$ cat config.mk
export PLATFORM = sky130hd
export DESIGN_NAME = dbg_halt_ctrl
export DESIGN_NICKNAME = d
export VERILOG_FILES = /design/src/rtl/dbg_halt_ctrl.sv
export SDC_FILE = /design/constraint.sdc
export NUM_CORES = 1
export LEC_CHECK = 0
export BUFFER_PORTS_ARGS = -buffer_cell sky130_fd_sc_hd__clkbuf_2
export CORE_UTILIZATION = 35
export DETAILED_ROUTE_END_ITERATION = 10
export GPL_TIMING_DRIVEN = 1
export PLACE_DENSITY = 0.73
export REMOVE_ABC_BUFFERS = 1
export SLEW_MARGIN = 20
export SYNTH_ARGS = -nofsm -noshare
export SYNTH_HDL_FRONTEND = slang
export SYNTH_SLANG_ARGS = --single-unit
export TNS_END_PERCENT = 100
$ cat constraint.sdc
create_clock -name clk -period 1 [get_ports clk]
set_input_delay 0.2 -clock clk [delete_from_list [all_inputs] [get_ports clk]]
set_output_delay 0.2 -clock clk [all_outputs]
set_load 0.1 [all_outputs]
$ cat src/rtl/dbg_halt_ctrl.sv
module dbg_halt_ctrl #(
  parameter logic [15:0] KEY = 16'hA05F
) (
  input  logic        clk,
  input  logic        rst_n,
  input  logic [1:0]  reg_sel,
  input  logic        reg_wr,
  input  logic        reg_rd,
  input  logic [31:0] reg_wdata,
  output logic [31:0] reg_rdata,
  output logic        core_halt,
  output logic        step_go,
  output logic        irq_mask,
  input  logic        bkpt_hit,
  input  logic        wpt_hit,
  input  logic        hard_fault,
  input  logic        ext_req,
  input  logic        core_rst,
  input  logic        insn_ret,
  input  logic        core_sleep,
  input  logic        core_lockup
);

  logic       en_q, stop_q, step_q, mask_q, snap_q;
  logic       halted_q;
  logic [4:0] why_q;
  logic       cat_rst_q, cat_hard_q, cat_trc_q;
  logic       rst_seen_q, ret_seen_q;

  logic       wr_ctl, keyed, wr_why, wr_cat, rd_ctl, running, stop_now;
  logic [4:0] cause;

  assign wr_ctl = reg_wr && reg_sel == 2'd0;
  assign keyed  = wr_ctl && reg_wdata[31:16] == KEY;
  assign wr_why = reg_wr && reg_sel == 2'd1;
  assign wr_cat = reg_wr && reg_sel == 2'd2;
  assign rd_ctl = reg_rd && reg_sel == 2'd0;

  assign running  = en_q && !halted_q;
  assign cause[0] = running && (stop_q || (step_q && insn_ret));
  assign cause[1] = running && bkpt_hit;
  assign cause[2] = running && wpt_hit;
  assign cause[3] = running && ((core_rst && cat_rst_q) || (hard_fault && cat_hard_q));
  assign cause[4] = running && ext_req;
  assign stop_now = |cause;

  always_ff @(posedge clk or negedge rst_n) begin
    if (!rst_n) begin
      en_q <= 1'b0; stop_q <= 1'b0; step_q <= 1'b0; mask_q <= 1'b0; snap_q <= 1'b0;
    end else if (keyed) begin
      en_q   <= reg_wdata[0];
      stop_q <= reg_wdata[1] || stop_now;
      step_q <= reg_wdata[2];
      mask_q <= reg_wdata[3];
      snap_q <= reg_wdata[5];
    end else if (stop_now) begin
      stop_q <= 1'b1;
    end
  end

  always_ff @(posedge clk or negedge rst_n) begin
    if (!rst_n) begin
      halted_q   <= 1'b0;
      why_q      <= '0;
      rst_seen_q <= 1'b0;
      ret_seen_q <= 1'b0;
    end else begin
      halted_q   <= en_q && (stop_now || (halted_q && stop_q));
      why_q      <= (why_q & ~(wr_why ? reg_wdata[4:0] : 5'd0)) | cause;
      rst_seen_q <= core_rst || (rst_seen_q && !rd_ctl);
      ret_seen_q <= insn_ret || (ret_seen_q && !rd_ctl);
    end
  end

  always_ff @(posedge clk or negedge rst_n) begin
    if (!rst_n) begin
      cat_rst_q <= 1'b0; cat_hard_q <= 1'b0; cat_trc_q <= 1'b0;
    end else if (wr_cat) begin
      cat_rst_q  <= reg_wdata[0];
      cat_hard_q <= reg_wdata[10];
      cat_trc_q  <= reg_wdata[24];
    end
  end

  assign core_halt = halted_q;
  assign step_go   = en_q && step_q && !stop_q && !halted_q;
  assign irq_mask  = en_q && mask_q;

  always_comb begin
    unique case (reg_sel)
      2'd0: reg_rdata = {6'b0, rst_seen_q, ret_seen_q, 4'b0, core_lockup, core_sleep,
                         halted_q, halted_q, 10'b0, snap_q, 1'b0, mask_q, step_q, stop_q, en_q};
      2'd1: reg_rdata = {27'b0, why_q};
      2'd2: reg_rdata = {7'b0, cat_trc_q, 13'b0, cat_hard_q, 9'b0, cat_rst_q};
      default: reg_rdata = 32'b0;
    endcase
  end

  p_key_gate_r1: assert property (@(posedge clk) disable iff (!rst_n)
    (wr_ctl && reg_wdata[31:16] != KEY) |=> ($stable(reg_rdata[0]) || reg_sel != 2'd0 || !$stable(reg_sel)) && $stable(irq_mask));

  p_disabled_r11: assert property (@(posedge clk) disable iff (!rst_n)
    (reg_rdata[0] == 1'b0 && reg_sel == 2'd0) |=> !core_halt);

  p_step_r8: assert property (@(posedge clk) disable iff (!rst_n)
    (step_go && insn_ret) |=> core_halt && why_q[0]);

  p_bkpt_r9: assert property (@(posedge clk) disable iff (!rst_n)
    (en_q && !core_halt && bkpt_hit) |=> core_halt && why_q[1]);

  p_sticky_why_r6: assert property (@(posedge clk) disable iff (!rst_n)
    !wr_why |=> ((why_q & $past(why_q)) == $past(why_q)));

  p_rst_seen_r4: assert property (@(posedge clk) disable iff (!rst_n)
    (rst_seen_q && !rd_ctl) |=> rst_seen_q);

  p_mask_r12: assert property (@(posedge clk) disable iff (!rst_n)
    irq_mask |-> !(reg_sel == 2'd0 && reg_rdata[0] == 1'b0));

endmodule

=== After elaboration in Yosys (flattened, before gate mapping) ===
Cells that the tools add are included.

* Flip-flop bits (word level): 16
* Bits in latches: 0
* Memory bits (writable): 0
* Memory bits (read-only): 0
* Input port bits: 46
* Output and inout bits: 35
* Memories kept: 0

* Add/sub/neg operators: 0
* $mul: 0
* Div/mod/pow operators: 0
* Magnitude comparators: 0
* Equal/unequal tests: 3
* Shifts and indexed selects: 0
* Mux-type cells: 4
* Bitwise operators: 3
* Reduce and logical (&&, ||, !) cells: 34

{| class="wikitable"
|+ Operator list
! kind !! number
|-
| $pmux W26 S3 || 1
|-
| $logic_and A1 B1 Y1 || 22
|-
| $eq A16 B16 Y1 const B || 1
|-
| $logic_or A1 B1 Y1 || 6
|-
| $and A5 B5 Y5 || 1
|-
| $mux W5 || 1
|-
| $not A5 Y5 || 1
|-
| $or A5 B5 Y5 || 1
|-
| $reduce_or A5 Y1 || 1
|-
| $logic_not A1 Y1 || 3
|-
| $eq A2 B1 Y1 const B || 1
|-
| $eq A2 B2 Y1 const B || 1
|-
| $logic_not A2 Y1 || 1
|-
| $mux W1 || 2
|-
| $reduce_bool A2 Y1 || 1
|}

=== Depth between registers and ports, before layout ===
Gate-level depths: netlist of run 1.

* Depth after elaboration: 6
* Gate-level depth with buffers: 5
* Mapped depth without buffers: 4

=== Worst setup path after synthesis of run 1 ===
No wires, ideal clock.

* Path type: reg-to-output
* Start point: reg halted_q, in the netlist core_halt
* End point: out step_go
* Arrival time: 3.295 ns
* Slack: -2.495 ns
* Cell stages (with the launch flop): 3
* Buffers on the path: 0
* Path through: dfrtp_1 > nand2b_1 > nor3b_1

* Longest elaborated chain between the ends: 2

{| class="wikitable"
|+ RTL lines
! element !! line !! text
|-
| from (decl) || 25 || <nowiki>logic halted_q;</nowiki>
|-
| from (signal assigned) || 68 || <nowiki>halted_q <= en_q && (stop_now || (halted_q && stop_q));</nowiki>
|-
| $logic_not A1 Y1 || 86 || <nowiki>assign step_go = en_q && step_q && !stop_q && !halted_q;</nowiki>
|-
| $logic_and A1 B1 Y1 || 86 ||
|-
| to (decl) || 12 || <nowiki>output logic step_go,</nowiki>
|}

Every way passes these cells.

=== Worst setup path in the final report of run 1 ===
Ends and elaborated chain as after synthesis.

==> impl_metrics.csv, run 1 <==
group,metric,value,unit
global_route,busiest_layer,"met2",
yosys,yosysSeqAreaShare,0.389,
status,violations,"setup timing",
floorplan,die_h,56.2,um
sta,slew_viol_final,0,
final_layout,syn2layout_area_growth,81.9,%
route,wirelength,3.04,mm
critical_path,slowest_stage,"dfrtp_1",
critical_path,worstRegToRegCells,5,
hold_path,min_path_cells,2,
critical_path,slowest_delay,0.42,ns
final_layout,max_flop_register,"why_q",
final_layout,final_area,1870,um^2
global_route,gr-total-overflow,0,
cts,clk_pin_slew,0.10,ns
pwr,ir_worst_vdd,1.03,mV
floorplan,io_pins,81,
floorplan,start_util,0.370,
final_layout,largest_reg_flops,5,
yosys,synth.distinct_cells,27,
global_route,grt_util_met3,0.0256,
global_route,grt.total_usage,0.195,
floorplan,rows,19,
floorplan,die_x,56.2,um
floorplan,core,2780,um^2
critical_path,cp.arrival,1.34,ns
critical_path,critPathRequiredTime,0.80,ns
critical_path,r2r_start,"stop_q",
route,routed_via_density,4.87,
cts,cts-htree-levels,1,
route,wl_per_cell,14.4,um
yosys,synth_xor_area_frac,0,
critical_path,cp.depth,4,
route,first_pass_iters,4,
yosys,yosysWarnings,0,
critical_path,critPathCaptureType,"primary output",
placed_design,dp_hpwl,2.21,mm
yosys,synth_top_family_by_area,"simple AND/OR/NAND/NOR gates",
yosys,synth_mux_area_frac,0.125,
final_layout,final_nets,227,
global_route,gr-usage-met2,0.333,
pwr,power,1970,uW
placed_design,globalplace.congestion,0.843,
sta,setup_slack,-0.539,ns
floorplan,die-area,3160,um^2
yosys,synth_compound_area_frac,0.0936,
sta,rsz0062_at_grt,"true",
yosys,synth-adder-area-share,0,
status,status,"complete, but fails checks",
placed_design,portBuffers,52,
global_route,antenna_found_initial,0,
yosys,netlist_instances,102,
critical_path,endpoint,"step_go",
sta,fin_hold_ws,0.120,ns
sta,fmax,650,MHz
global_route,use_met1,0.242,
global_route,grt_pass1_wl,4.73,mm
pwr,p_per_area,1050,nW/um^2
hold_path,min_from,"reg_wdata[10]",
sta,post-route-min-period,1.54,ns
critical_path,reg2reg_slack,-0.35,ns
run,drv_cap,0,
sta,setup_viol,27,
yosys,yosys.area_share.simple,0.233,
critical_path,path_buf_inv,2,
critical_path,path_cells,"nand2b_4 > nor3b_2 > buf_4 > buf_12",
yosys,synth_area,1030,um^2
global_route,grt_pass1_vias,1031,
route,drc_errors,0,
placed_design,dp_slack,-0.456,ns
cts,cts_buffer_depth,2,
pwr,leakage,0.000906,uW
yosys,ys_ff_latch,16,
final_layout,antenna_cells,0,
critical_path,crit_path_start,"core_halt",
yosys,avgSynthCellArea,10.1,um^2
cts,cts_tree,"yes",
global_route,grt_max_degree,17,
critical_path,crit_fanout,2,
route,vias,1027,
sta,period_share,1.54,
cts,cts_buffers,3,
cts,clkSinkCount,16,
sta,hold_viol,0,
critical_path,rr_endpoint,"stop_q",
placed_design,placed_area,1590,um^2
critical_path,worst-setup-path-type,"register to primary output",
route,final_antenna_net_count,0,
critical_path,cp-start-kind,"register",
sta,skew,0.00253,ns
route,drtIter0Drc,25,
final_layout,layout-drive-gt1-share,0.622,
hold_path,hold_path_class,"input port to register",
cts,clock_latency,0.29,ns
critical_path,cp_top_family,"flip-flops",
cts,cts_root_buffer,"clkbuf_4",
[metrics by stage]
stage | util | setup TNS (ns) | cells
global placement | 0.571 | -6.58 | 196
finish | 0.673 | -5.96 | 211
CTS | 0.645 | -5.99 | 207
global route | 0.673 | -7.07 | 211
detailed placement | 0.571 | -7.06 | 196
floorplan | - | -17.63 | 98
[layout by cell type, fill, tap and decap left out, types with 3 or more instances in the layout]
| cell type | Yosys | routed |
|---|---|---|
| conb_1 | 1 | 19 |
| buf_12 | 0 | 16 |
| clkbuf_4 | 0 | 3 |
| mux2_4 | 0 | 4 |
| clkbuf_2 | 0 | 33 |
| nand2_1 | 10 | 10 |
| buf_4 | 20 | 23 |
| mux2i_1 | 5 | 4 |
| dfrtp_1 | 16 | 13 |
| a22o_1 | 3 | 3 |
| buf_6 | 0 | 4 |
| nor2_2 | 0 | 3 |
| dfrtp_2 | 0 | 3 |
| mux2_1 | 7 | 3 |
| and2_4 | 0 | 7 |
[repair_timing]
action	in CTS	in global routing
pin swaps	9	8
setup buffers	6	5
setup endpoints to repair	25	25
resized for setup	27	18
hold endpoints to repair	16	0
hold buffers	1	0
[how the worst min path moves through the flow]
stage	to	slack (ns)
after floorplan	cat_hard_q	-0.1
after global placement	core_halt	0.14
after detailed placement	core_halt	0.15
after CTS	cat_hard_q	0.12
after global routing	cat_hard_q	0.12
final	cat_hard_q	0.12
[cells by family after synthesis]
group,Yosys count
DFF,16
muxes,12
buffers and inverters,22
and+or+nand+nor,37
other,1
AOI/OAI and AO/OA,14
[cell type report]
type	count	area [um^2]
fill	201	908
timing repair buffer	78	738
multi-input combinational	82	656
sequential	16	404
tap	31	38.8
clock buffer	4	36.3
[cells in the mapped netlist, drive strengths merged]
cell,count,area share
nand4,2,0.024
nor2b,4,0.024
a22oi,1,0.0073
and3b,2,0.017
and4b,1,0.0097
and2,7,0.043
a31oi,1,0.0061
a211o,1,0.0085
o21ai,3,0.015
conb,1,0.0036
dfrtp,16,0.39
a21o,2,0.015
mux2i,5,0.049
nand2,10,0.036
and4bb,1,0.012
nor2,6,0.036
buf,22,0.16
a22o,3,0.026
o21a,1,0.0073
nor3,1,0.0049
nor4,1,0.012
mux2,7,0.077
a21oi,2,0.0097
nand2b,1,0.0061
nor3b,1,0.0073
[power by group]
| group | internal, uW | switching [uW] | leakage (uW) | total [uW] |
|---|---|---|---|---|
| sequential | 676 | 22.6 | 0.000200 | 698 |
| clock | 222 | 217 | 0.0000210 | 439 |
| combinational | 250 | 587 | 0.000685 | 837 |
| total | 1150 | 827 | 0.000906 | 1970 |
[worst register-to-register path, delay by kind of cell (launching register included)]
family	cells	cell delay, ns
buf+inv	2	0.28
flops	1	0.45
compound gates	3	0.50
[routing by layer]
layer	wire length, um	share of wire
met3	204	0.067
met4	48	0.016
met5	0	0
met2	1490	0.49
met1	1300	0.43
(Power assumes the default switching activity.)
==> run 2, diff against run 1 <==
--- a/config.mk
+++ b/config.mk
@@ -9,7 +9,7 @@
 export CORE_UTILIZATION = 35
 export DETAILED_ROUTE_END_ITERATION = 10
 export GPL_TIMING_DRIVEN = 1
-export PLACE_DENSITY = 0.73
+export PLACE_DENSITY = 0.85
 export REMOVE_ABC_BUFFERS = 1
 export SLEW_MARGIN = 20
 export SYNTH_ARGS = -nofsm -noshare
==> run 2 against run 1 <==
The flow still finishes with violations (setup timing). Setup slack improved by 0.040 ns. Final cell count increased by 2.8%. Clock power decreased by 20%. Register-to-register slack got worse by 0.06 ns. First-iteration DRC count increased by 12%. Sequential power about the same. Final area increased by 2.8%. Largest power group unchanged.
==> impl_metrics.csv, run 2 (same netlist as run 1, synthesis figures left out) <==
group,metric,value,unit
critical_path,path_cells,"nand2b_4 > nor3b_2 > buf_4 > buf_12",
global_route,grt_pass1_vias,1036,
cts,clk_pin_slew,0.10,ns
final_layout,final_area,1930,um^2
final_layout,final_nets,234,
floorplan,die_h,56.2,um
pwr,switching_share,0.438,
final_layout,largest_reg_flops,5,
sta,worst_slew_pin_slew,0.514,ns
route,routed_via_density,4.97,
sta,setup_viol,26,
critical_path,slowest_stage,"dfrtp_1",
floorplan,io_pins,81,
floorplan,core,2780,um^2
pwr,p_clk_frac,0.186,
sta,relSlewSlack,0.655,
final_layout,max_flop_register,"why_q",
final_layout,final_common_cell,"clkbuf_2",
critical_path,critPathCaptureType,"primary output",
cts,clkSinkCount,16,
cts,cts_root_buffer,"clkbuf_4",
final_layout,layout_common_cells,"clkbuf_2, buf_4, conb_1, buf_12, dfrtp_1",
placed_design,globalplace.congestion,0.793,
final_layout,antenna_cells,0,
sta,setup_slack,-0.499,ns
sta,hold_viol,0,
final_layout,syn2layout_area_growth,87.0,%
placed_design,portBuffers,52,
global_route,grt_pass1_wl,4.90,mm
cts,cts_buffer_depth,2,
global_route,gr-total-overflow,0,
pwr,ir_worst_vdd,0.934,mV
cts,cts_tree,"yes",
route,drtIter0Drc,28,
critical_path,cp_top_family,"flip-flops",
critical_path,crit_fanout,2,
route,wirelength,3.47,mm
sta,period_share,1.50,
cts,cts-htree-levels,1,
route,wl_per_cell,16.0,um
global_route,antenna_found_initial,0,
sta,fmax,667,MHz
cts,clock_latency,0.29,ns
run,drv_cap,0,
final_layout,layout-drive-gt1-share,0.629,
pwr,p_switching,833,uW
status,violations,"setup timing",
floorplan,start_util,0.370,
global_route,grt.total_usage,0.201,
pwr,p_per_area,988,nW/um^2
floorplan,rows,19,
sta,post-route-min-period,1.50,ns
route,drc_errors,0,
floorplan,die-area,3160,um^2
critical_path,cp-start-kind,"register",
critical_path,path_buf_inv,2,
placed_design,dp_hpwl,2.26,mm
sta,slew_viol_final,0,
critical_path,critPathRequiredTime,0.80,ns
critical_path,slowest_delay,0.39,ns
hold_path,hold_path_class,"input port to register",
pwr,leakage,0.000959,uW
pwr,comb_power_share,0.448,
cts,cts_buffers,3,
route,first_pass_iters,4,
pwr,power_frac_seq,0.366,
sta,skew,0.00626,ns
route,final_antenna_net_count,0,
route,vias,1078,
placed_design,placed_area,1590,um^2
global_route,grt_max_degree,17,
sta,rsz0062_at_grt,"true",
pwr,internal_power,1070,uW
floorplan,die_x,56.2,um
final_layout,fin_util,0.692,
status,status,"complete, but fails checks",
critical_path,worst-setup-path-type,"register to primary output",
critical_path,cp.arrival,1.30,ns
## run 2: changes by cell type in the layout (fill, tap and decap cells not counted), sizes merged
cell | before | now
buf | 43 | 50
clkbuf | 38 | 37
## run 2: what timing repair did
action | 4_1_cts | 5_1_grt
hold endpoints to repair | 16 | 0
gates resized for setup | 25 | 24
pin swaps | 13 | 17
hold buffers | 1 | 0
buffers inserted | 7 | 12
setup endpoints to repair | 25 | 27
## run 2: routing by layer
metal  routed length (um)  vias up  global-route usage
li1                     -      485                   -
met1                 1370      525               0.233
met2                 1820       59               0.359
met3                  192        9              0.0349
met4                   82        0              0.0871
met5                    0        -                   0
## run 2: worst reg2reg max path, delay by kind of cell, from the launching register on
family | cells | cell delay (ns)
buffers and inverters | 2 | 0.25
AOI/OAI and AO/OA | 3 | 0.60
DFF | 1 | 0.44
## run 2: final cells by class
class                           count  area, um^2
Tap cell                           31        38.8
Clock buffer                        3        22.5
Multi-Input combinational cell     82         648
Sequential cell                    16         403
Timing Repair Buffer               85         813
Fill cell                         196         856
## run 2: final timing paths
kind / from / endpoint / slack [ns] / cells after the start
worst min-delay path: reg_wdata[10] / cat_hard_q / 0.12 / 2
worst min register to register: ret_seen_q / ret_seen_q / 0.49 / 1
worst max-delay path: core_halt / step_go / -0.50 / 4
min in group asynchronous: rst_n / why_q[0] / 0.36 / 2
max in group asynchronous: rst_n / stop_q / 0.31 / 2
worst max register to register: stop_q / stop_q / -0.41 / 5
## run 2: metrics by stage
stage	total power [uW]	hold WS [ns]	instances	TNS, ns	setup slack, ns
after global placement	1460	0.136	196	-6.21	-0.419
after detailed placement	1470	0.149	196	-7.05	-0.454
final	1900	0.122	217	-7.22	-0.499
after floorplan	1220	-0.0956	98	-17.63	-2.50
after CTS	1860	0.111	206	-5.73	-0.511
after global routing	1970	0.134	217	-8.06	-0.556
## run 2: power by group through the flow
stage / clock network [uW] / registers, uW / logic [uW]
floorplan: 0 / 702 / 514
global placement: 0 / 702 / 759
detailed placement: 0 / 705 / 769
CTS: 352 / 694 / 815
global route: 394 / 700 / 881
finish: 353 / 697 / 852
==> run 3, diff against run 2 <==
--- a/config.mk
+++ b/config.mk
@@ -5,8 +5,10 @@
 export SDC_FILE = /design/constraint.sdc
 export NUM_CORES = 1
 export LEC_CHECK = 0
+export ABC_CLOCK_PERIOD_IN_PS = 1000
 export BUFFER_PORTS_ARGS = -buffer_cell sky130_fd_sc_hd__clkbuf_2
 export CORE_UTILIZATION = 35
+export CTS_BUF_LIST = sky130_fd_sc_hd__clkbuf_16
 export DETAILED_ROUTE_END_ITERATION = 10
 export GPL_TIMING_DRIVEN = 1
 export PLACE_DENSITY = 0.85
==> run 3 against run 2 <==
The flow still finishes with violations (setup timing). Critical path depth did not move. Final area rose by 1.8%. Sequential share of layout area fell by 0.42 points. Clock skew fell by 0.0026 ns. Count of clock-buffer cells in the layout did not move. Clock power rose by 120%. Die area did not move. Non-clock buffer count fell by 4. Routed wire length fell by 1.3%. Final cell count fell by 1.8%.
==> impl_metrics.csv, run 3 (same netlist as run 1, synthesis figures left out) <==
group,metric,value,unit
cts,cts-htree-levels,1,
sta,fmax,697,MHz
global_route,grt_pass1_wl,5.33,mm
cts,clk_pin_slew,0.05,ns
final_layout,syn2layout_area_growth,90.3,%
route,first_pass_iters,4,
sta,skew,0.00361,ns
pwr,ir_worst_vdd,1.31,mV
critical_path,cp.arrival,1.23,ns
critical_path,critPathCaptureType,"primary output",
sta,hold_viol,0,
global_route,antenna_found_initial,0,
final_layout,layout-drive-gt1-share,0.621,
final_layout,nFillCells,197,
final_layout,multi_input_area,661,um^2
sta,setup_viol,26,
final_layout,finalNonFillerCells,213,
placed_design,dp_hpwl,2.26,mm
sta,slew_viol_final,0,
cts,clock_latency,0.25,ns
route,wirelength,3.42,mm
route,drc_errors,0,
placed_design,portBuffers,52,
route,drtIter0Drc,23,
status,violations,"setup timing",
route,m1WireLength,1.25,mm
status,status,"complete, but fails checks",
critical_path,cp-start-kind,"register",
final_layout,final_common_cell,"clkbuf_2",
route,routed_via_density,4.97,
floorplan,rows,19,
route,wl_per_cell,16.1,um
global_route,gr-total-overflow,0,
route,vias,1059,
floorplan,start_util,0.370,
pwr,leakage,0.000953,uW
floorplan,die-area,3160,um^2
pwr,p_per_area,1190,nW/um^2
cts,clkSinkCount,16,
floorplan,die_h,56.2,um
global_route,grt_max_degree,17,
final_layout,ff_latch_area,402,um^2
cts,cts_root_buffer,"clkbuf_16",
critical_path,critPathRequiredTime,0.80,ns
final_layout,largest_reg_flops,5,
cts,cts_tree,"yes",
placed_design,dp_cells,196,
hold_path,hold_path_class,"input port to register",
floorplan,die_x,56.2,um
route,final_antenna_net_count,0,
pwr,power,2330,uW
final_layout,max_flop_register,"why_q",
sta,setup_slack,-0.435,ns
critical_path,crit_fanout,2,
global_route,grt.total_usage,0.223,
run,drv_cap,0,
sta,fin_hold_ws,0.169,ns
route,dr_wl_met2,1.83,mm
sta,rsz0062_at_grt,"true",
floorplan,io_pins,81,
sta,post-route-min-period,1.43,ns
route,highest_layer,"met4",
critical_path,worst-setup-path-type,"register to primary output",
placed_design,globalplace.congestion,0.793,
route,met3WireLength,245,um
floorplan,core,2780,um^2
final_layout,antenna_cells,0,
global_route,grt_pass1_vias,1111,
final_layout,layout_common_cells,"clkbuf_2, buf_4, conb_1, buf_12, dfrtp_1",
sta,period_share,1.43,
final_layout,final_nets,230,
cts,cts_buffers,3,
cts,cts_buffer_depth,2,
[run 3: final cells by class]
type,instances,area share
tap,31,0.0198
sequential,16,0.205
clock buffer,3,0.0383
timing repair buffer,81,0.400
multi-input combinational,82,0.337
[run 3: timing repair]
item / in CTS / in global routing
hold buffers: 1 / 0
endpoints found under the hold margin: 16 / 0
gates resized for setup: 38 / 13
setup endpoints to repair: 26 / 25
setup buffers: 9 / 5
pin swaps: 15 / 9
[run 3: where the power goes]
group / internal (uW) / switching [uW]
clock network: 525 / 249
registers: 678 / 21.8
logic: 254 / 603
[run 3: layer usage]
metal,track usage,vias to the layer above
li1,-,477
met3,0.0581,11
met5,0,-
met4,0.108,0
met1,0.250,507
met2,0.391,64
[run 3: worst max-delay path: stages, from the launching register on]
cell and delay [ns]:
dfrtp_1 0.37, nand2b_4 0.15, nor3b_2 0.17, buf_4 0.14, buf_12 0.16
[run 3: metrics by stage]
| step | setup TNS (ns) | util | setup slack (ns) | instance area (um^2) |
|---|---|---|---|---|
| 2_1_floorplan | -17.63 | - | -2.50 | 937 |
| 3_3_place_gp | -6.21 | 0.571 | -0.419 | 1590 |
| 3_5_place_dp | -7.05 | 0.571 | -0.454 | 1590 |
| 4_1_cts | -5.44 | 0.679 | -0.462 | 1890 |
| 5_1_grt | -7.02 | 0.704 | -0.463 | 1960 |
| 6_report | -6.35 | 0.704 | -0.435 | 1960 |
[run 3: path summary, 6_finish.rpt]
| path | from | endpoint | slack, ns | cells after the start |
|---|---|---|---|---|
| min | core_rst | rst_seen_q | 0.17 | 2 |
| min in group asynchronous | rst_n | core_halt | 0.44 | 2 |
| max reg2reg | stop_q | stop_q | -0.35 | 5 |
| max in group asynchronous | rst_n | en_q | 0.24 | 2 |
| min reg2reg | ret_seen_q | ret_seen_q | 0.49 | 1 |
| max | core_halt | step_go | -0.43 | 4 |
